<file path="config.mk">
export PLATFORM = sky130hd
export DESIGN_NAME = unlock_seq_decoder
export DESIGN_NICKNAME = d
export VERILOG_FILES = /design/src/rtl/unlock_seq_pkg.sv /design/src/rtl/seq_match.sv /design/src/rtl/seq_ctrl.sv /design/src/rtl/seq_dp.sv /design/src/rtl/unlock_seq_decoder.sv
export SDC_FILE = /design/constraint.sdc
export NUM_CORES = 1
export LEC_CHECK = 0
export BUFFER_PORTS_ARGS = -buffer_cell sky130_fd_sc_hd__clkbuf_2
export CORE_MARGIN = 2
export CORE_UTILIZATION = 35
export CTS_CLUSTER_SIZE = 20
export DETAILED_ROUTE_END_ITERATION = 10
export MAX_ROUTING_LAYER = met4
export SYNTH_ARGS = -nofsm -noshare
export SYNTH_HDL_FRONTEND = slang
export SYNTH_HIERARCHICAL = 1
export SYNTH_SLANG_ARGS = --single-unit
</file>
<file path="constraint.sdc">
create_clock -name clk -period 2 [get_ports clk]
set_input_delay 0.1 -clock clk [delete_from_list [all_inputs] [get_ports clk]]
set_output_delay 0.1 -clock clk [all_outputs]
set_load 0.01 [all_outputs]
</file>
<file path="src/rtl/unlock_seq_pkg.sv">
package unlock_seq_pkg;

  localparam int DATA_W = 8;
  typedef logic [DATA_W-1:0] byte_t;

  // unlock key data values and command codes
  localparam byte_t KEY_HI   = 8'hAA;
  localparam byte_t KEY_LO   = 8'h55;
  localparam byte_t OP_PROG  = 8'hA0;
  localparam byte_t OP_EXT   = 8'h80;
  localparam byte_t OP_IDIN  = 8'h90;
  localparam byte_t OP_IDOUT = 8'hF0;
  localparam byte_t OP_ERASE = 8'h10;
  localparam byte_t OP_BOOT  = 8'h40;

  typedef enum logic [2:0] {
    S_IDLE,   // nothing matched
    S_K1,     // first key seen
    S_K2,     // full key seen, waiting for opcode
    S_ARM,    // program armed, next write is target
    S_X3,     // extended opcode seen
    S_X4,     // second key first half seen
    S_X5      // second key complete, waiting for final opcode
  } seq_state_e;

  // control -> datapath strobes
  typedef struct packed {
    logic capture;
    logic erase;
    logic boot;
    logic idIn;
    logic idOut;
  } strobe_t;

  // datapath -> control match flags
  typedef struct packed {
    logic keyHi;
    logic keyLo;
    logic isProg;
    logic isExt;
    logic isIdIn;
    logic isIdOut;
    logic isErase;
    logic isBoot;
  } match_t;

endpackage

</file>
<file path="src/rtl/seq_match.sv">
module seq_match
  import unlock_seq_pkg::*;
#(
  parameter int ADDR_W = 16,
  parameter logic [ADDR_W-1:0] KEY_ADDR_A = 16'h5555,
  parameter logic [ADDR_W-1:0] KEY_ADDR_B = 16'h2AAA
) (
  input  logic [ADDR_W-1:0] wrAddr,
  input  byte_t             wrData,
  output match_t            match
);

  logic atA;
  logic atB;

  always_comb begin
    atA           = (wrAddr == KEY_ADDR_A);
    atB           = (wrAddr == KEY_ADDR_B);
    match.keyHi   = atA && (wrData == KEY_HI);
    match.keyLo   = atB && (wrData == KEY_LO);
    match.isProg  = atA && (wrData == OP_PROG);
    match.isExt   = atA && (wrData == OP_EXT);
    match.isIdIn  = atA && (wrData == OP_IDIN);
    match.isErase = atA && (wrData == OP_ERASE);
    match.isBoot  = atA && (wrData == OP_BOOT);
    // exit code is honoured at any address
    match.isIdOut = (wrData == OP_IDOUT);
  end

endmodule

</file>
<file path="src/rtl/seq_ctrl.sv">
module seq_ctrl
  import unlock_seq_pkg::*;
(
  input  logic    clk,
  input  logic    rstN,
  input  logic    wrStrobe,
  input  logic    busy,
  input  match_t  match,
  output strobe_t stb
);

  seq_state_e state;
  seq_state_e nextState;
  logic       accept;

  assign accept = wrStrobe && !busy;

  always_comb begin
    nextState = state;
    stb       = '0;
    if (accept) begin
      nextState = S_IDLE;
      unique case (state)
        S_IDLE: begin
          if (match.keyHi)        nextState = S_K1;
          else if (match.isIdOut) stb.idOut = 1'b1;
        end
        S_K1: begin
          if (match.keyLo)        nextState = S_K2;
          else if (match.isIdOut) stb.idOut = 1'b1;
        end
        S_K2: begin
          if (match.isProg)       nextState = S_ARM;
          else if (match.isExt)   nextState = S_X3;
          else if (match.isIdIn)  stb.idIn  = 1'b1;
          else if (match.isIdOut) stb.idOut = 1'b1;
        end
        S_ARM: begin
          stb.capture = 1'b1;
        end
        S_X3: begin
          if (match.keyHi)        nextState = S_X4;
          else if (match.isIdOut) stb.idOut = 1'b1;
        end
        S_X4: begin
          if (match.keyLo)        nextState = S_X5;
          else if (match.isIdOut) stb.idOut = 1'b1;
        end
        S_X5: begin
          if (match.isErase)      stb.erase = 1'b1;
          else if (match.isBoot)  stb.boot  = 1'b1;
          else if (match.isIdOut) stb.idOut = 1'b1;
        end
        default: nextState = S_IDLE;
      endcase
    end
  end

  always_ff @(posedge clk or negedge rstN) begin
    if (!rstN) state <= S_IDLE;
    else       state <= nextState;
  end

  // busy writes leave the sequence untouched
  assert_busy_hold_R9: assert property (@(posedge clk) disable iff (!rstN)
    busy |=> $stable(state));

  // no strobe, no movement
  assert_idle_hold_R8: assert property (@(posedge clk) disable iff (!rstN)
    !wrStrobe |=> $stable(state));

  // armed program consumes the next accepted write and returns to idle
  assert_arm_consume_R11: assert property (@(posedge clk) disable iff (!rstN)
    (state == S_ARM && wrStrobe && !busy) |=> (state == S_IDLE));

  // armed program never yields an exit
  assert_arm_no_exit_R11: assert property (@(posedge clk) disable iff (!rstN)
    (state == S_ARM) |-> !stb.idOut);

endmodule

</file>
<file path="src/rtl/seq_dp.sv">
module seq_dp
  import unlock_seq_pkg::*;
#(
  parameter int ADDR_W = 16
) (
  input  logic              clk,
  input  logic              rstN,
  input  logic [ADDR_W-1:0] wrAddr,
  input  byte_t             wrData,
  input  strobe_t           stb,
  output logic              progPulse,
  output logic [ADDR_W-1:0] progAddr,
  output byte_t             progData,
  output logic              eraseAllPulse,
  output logic              bootLockPulse,
  output logic              idEnterPulse,
  output logic              idExitPulse,
  output logic              idMode
);

  always_ff @(posedge clk or negedge rstN) begin
    if (!rstN) begin
      progPulse     <= 1'b0;
      eraseAllPulse <= 1'b0;
      bootLockPulse <= 1'b0;
      idEnterPulse  <= 1'b0;
      idExitPulse   <= 1'b0;
    end else begin
      progPulse     <= stb.capture;
      eraseAllPulse <= stb.erase;
      bootLockPulse <= stb.boot;
      idEnterPulse  <= stb.idIn;
      idExitPulse   <= stb.idOut;
    end
  end

  always_ff @(posedge clk or negedge rstN) begin
    if (!rstN) begin
      progAddr <= '0;
      progData <= '0;
    end else if (stb.capture) begin
      progAddr <= wrAddr;
      progData <= wrData;
    end
  end

  always_ff @(posedge clk or negedge rstN) begin
    if (!rstN)          idMode <= 1'b0;
    else if (stb.idIn)  idMode <= 1'b1;
    else if (stb.idOut) idMode <= 1'b0;
  end

  assert_one_pulse_R10: assert property (@(posedge clk) disable iff (!rstN)
    $onehot0({progPulse, eraseAllPulse, bootLockPulse, idEnterPulse, idExitPulse}));

  assert_prog_single_R10: assert property (@(posedge clk) disable iff (!rstN)
    progPulse |=> !progPulse);

  assert_erase_single_R10: assert property (@(posedge clk) disable iff (!rstN)
    eraseAllPulse |=> !eraseAllPulse);

  assert_enter_sets_mode_R5: assert property (@(posedge clk) disable iff (!rstN)
    idEnterPulse |-> idMode);

  assert_exit_clears_mode_R6: assert property (@(posedge clk) disable iff (!rstN)
    idExitPulse |-> !idMode);

  assert_prog_hold_R2: assert property (@(posedge clk) disable iff (!rstN)
    !progPulse |=> (progPulse || $stable(progAddr)));

endmodule

</file>
<file path="src/rtl/unlock_seq_decoder.sv">
module unlock_seq_decoder
  import unlock_seq_pkg::*;
#(
  parameter int ADDR_W = 16,
  parameter logic [ADDR_W-1:0] KEY_ADDR_A = 16'h5555,
  parameter logic [ADDR_W-1:0] KEY_ADDR_B = 16'h2AAA
) (
  input  logic              clk,
  input  logic              rstN,
  input  logic              wrStrobe,
  input  logic [ADDR_W-1:0] wrAddr,
  input  logic [7:0]        wrData,
  input  logic              busy,
  output logic              progPulse,
  output logic [ADDR_W-1:0] progAddr,
  output logic [7:0]        progData,
  output logic              eraseAllPulse,
  output logic              bootLockPulse,
  output logic              idEnterPulse,
  output logic              idExitPulse,
  output logic              idMode
);

  match_t  match;
  strobe_t stb;

  seq_match #(
    .ADDR_W    (ADDR_W),
    .KEY_ADDR_A(KEY_ADDR_A),
    .KEY_ADDR_B(KEY_ADDR_B)
  ) u_match (
    .wrAddr(wrAddr),
    .wrData(wrData),
    .match (match)
  );

  seq_ctrl u_ctrl (
    .clk     (clk),
    .rstN    (rstN),
    .wrStrobe(wrStrobe),
    .busy    (busy),
    .match   (match),
    .stb     (stb)
  );

  seq_dp #(.ADDR_W(ADDR_W)) u_dp (
    .clk          (clk),
    .rstN         (rstN),
    .wrAddr       (wrAddr),
    .wrData       (wrData),
    .stb          (stb),
    .progPulse    (progPulse),
    .progAddr     (progAddr),
    .progData     (progData),
    .eraseAllPulse(eraseAllPulse),
    .bootLockPulse(bootLockPulse),
    .idEnterPulse (idEnterPulse),
    .idExitPulse  (idExitPulse),
    .idMode       (idMode)
  );

endmodule

</file>
==> run_results.csv <==
group,metric,value,unit
drt,drt-initial-drc-count,35,
logic_synthesis,ys.flop_type,"dfrtp_1",
critical_path,path_class,"reg2reg",
place,place_hpwl,2884,µm
critical_path,cp_top_family,"simple AND/OR/NAND/NOR gates",
timing,setup_slack,0.2220,ns
drt,drt_first_pass_iters,4,
logic_synthesis,synth_edf_count,0,
power,irDropWorstVdd,0.0004167,V
clock_tree,cts_resized,0,
finish,syn2layout_area_growth,27.66,%
critical_path,crit_chain,"or4b_4, or3_1, a31oi_1, inv_1, a21o_1",
floorplan,die_x,73.63,µm
finish,final_area,2166,µm²
floorplan,start_util,36.16,%
critical_path,cp_slowest_cell,"or4b_4",
finish,utilization,46.16,%
floorplan,die_area,5421,µm²
timing,report.final.slew_viol_count,0,
critical_path,start_kind,"register",
grt,overflow,0,
grt,grtUsageTotal,16.04,%
drt,wire_per_inst,15.64,µm
logic_synthesis,syn_inst,123,
logic_synthesis,yosysUniqueCellTypes,41,
logic_synthesis,yosysSeqAreaShare,48.67,%
drt,vias,1265,
clock_tree,cts_made_buffers,5,
place,place_ws,0.01521,ns
worst_hold_path,hp-class,"in2reg",
power,power,1.487,mW
timing,tightestPinTransition,0.8275,ns
place,gp_congestion,0.7904,
timing,finalHoldViolCount,0,
clock_tree,post_cts_buffers,0,
critical_path,critPathRequiredTime,2.18,ns
clock_tree,cts_tree,"yes",
outcome,status,"completed",
drt,drc,0,
floorplan,core_area,4692,µm²
finish,layout_common_cells,"57 x clkbuf_2, 33 x dfrtp_1, 20 x mux2_4",
floorplan,fp.dieH,73.63,µm
logic_synthesis,syn_nets,151,
grt,antenna_found_initial,0,
timing,finalSetupTns,0,ns
critical_path,critPathMaxStageDelay,0.53,ns
timing,min_period,1.778,ns
clock_tree,ctsLongestPathBuffers,2,
critical_path,endpoint_kind,"register",
drt,postRouteAntennaNets,0,
logic_synthesis,syn_area,1697,µm²
job,drv_cap,0,
timing,fin_crit_sh,88.90,%
place,place_inst,236,
clock_tree,htree_levels,2,
power,power.leakage,1.074,nW
clock_tree,root_buffer,"clkbuf_8",
timing,slew_headroom,44.83,%
finish,final_common_cell,"clkbuf_2",
place,port_buffers,57,
timing,whs,0.06981,ns
finish,nets,218,
finish,layout-drive-gt1-share,54.97,%
critical_path,path_buf_inv,1,
floorplan,rows,25,
finish,layout.cells.non_filler,245,
logic_synthesis,ys_warn_count,6,
critical_path,cp_max_fo,2,
clock_tree,clock_latency,0.28,ns
logic_synthesis,postSynthAreaPerCell,13.79,µm²
grt,grt_max_degree,34,
clock_tree,clkTransAtPathRegs,0.07,ns
grt,first_global_vias,1323,
drt,drt_wl_total,3833,µm
timing,fmax,0.5624,GHz
logic_synthesis,ys_ff_latch,33,
timing,setup_viol,0,
logic_synthesis,synth_async_sr_flop_share,100.0,%
drt,viasPerCell,5.163,
floorplan,io_pins,58,
finish,antenna_cells,0,
place,dpl_cell_area,2039,µm²
timing,clock_skew,0.005985,ns
timing,rsz0062_at_grt,"false",
power,power_density,686.4,nW/µm²
critical_path,cp.arrival,1.96,ns
grt,grt_pass1_wl,6410,µm
clock_tree,clock_sinks,33,
clock_tree,ctsHoldBuffers,1,
-- worst register-to-register path: cells and delay by family (launching register included) --
kind	cells	cell delay, ns
AO/OA/AOI/OAI	2	0.38
flip-flops	1	0.38
AND/OR/NAND/NOR	2	0.85
buffers and inverters	1	0.06
-- Yosys cell counts (2+ instances only) --
cell | instances | area [µm²]
nand2_1 | 5 | 18.77
dfrtp_1 | 33 | 825.8
nor3b_1 | 3 | 22.52
buf_6 | 2 | 22.52
nand3_1 | 2 | 10.01
nor4bb_1 | 5 | 50.05
mux2_2 | 4 | 45.04
nor4_1 | 4 | 25.02
nand3b_1 | 3 | 22.52
mux2_4 | 20 | 300.3
o21ai_0 | 2 | 10.01
buf_12 | 2 | 40.04
nand2b_1 | 6 | 37.54
nor2_1 | 5 | 18.77
-- power by group --
group / switching (mW) / total, mW / internal, mW
logic: 0.0686 / 0.137 / 0.0680
clock network: 0.247 / 0.653 / 0.406
registers: 0.0107 / 0.697 / 0.686
-- flip-flops by register name, indices dropped and copies added, names as in the netlist --
register,flops
u_dp/idEnterPulse,1
u_dp/eraseAllPulse,1
u_dp/bootLockPulse,1
u_ctrl/state,3
u_dp/progAddr,16
u_dp/idExitPulse,1
u_dp/progPulse,1
u_dp/idMode,1
u_dp/progData,8
-- area by class of cell --
cell class / count / area, µm²
flip-flops and latches: 33 / 825.8
fillers: 434 / 2526
clock buffers: 7 / 86.33
repair buffers: 65 / 347.8
multi-input cells: 84 / 804.5
inverters: 1 / 3.754
well taps: 54 / 67.56
clock inverters: 1 / 30.03
-- worst paths after layout --
kind                                              from                            end  slack [ns]  cells after the start
hold / removal                               wrAddr[9]   u_dp/progAddr[9]$_DFFE_PN0P_        0.07                      2
setup reg to reg           u_ctrl/state[2]$_DFFE_PN0P_        u_dp/idMode$_DFFE_PN0P_        0.22                      5
min in group asynchronous                         rstN     u_dp/idExitPulse$_DFF_PN0_        0.44                      2
max in group asynchronous                         rstN  u_dp/progAddr[14]$_DFFE_PN0P_        1.04                      2
setup / recovery           u_ctrl/state[2]$_DFFE_PN0P_        u_dp/idMode$_DFFE_PN0P_        0.22                      5
hold reg to reg                u_dp/idMode$_DFFE_PN0P_        u_dp/idMode$_DFFE_PN0P_        0.49                      1
-- cell families after synthesis --
kind of cell / count (synthesis) / share of synthesized area (%)
muxes: 25 / 20.94
buffers and inverters: 6 / 4.203
DFF: 33 / 48.67
AOI/OAI and AO/OA: 8 / 3.320
and+or+nand+nor: 51 / 22.86
-- metal layers --
layer / up-vias / routed length (µm) / track usage, %
met3: 2 / 275 / 4.390
met4: 0 / 31 / 4.444
met5: - / 0 / -
li1: 595 / - / -
met1: 611 / 1705 / 20.86
met2: 57 / 1820 / 24.70
Power figures use the tool's default switching activity.
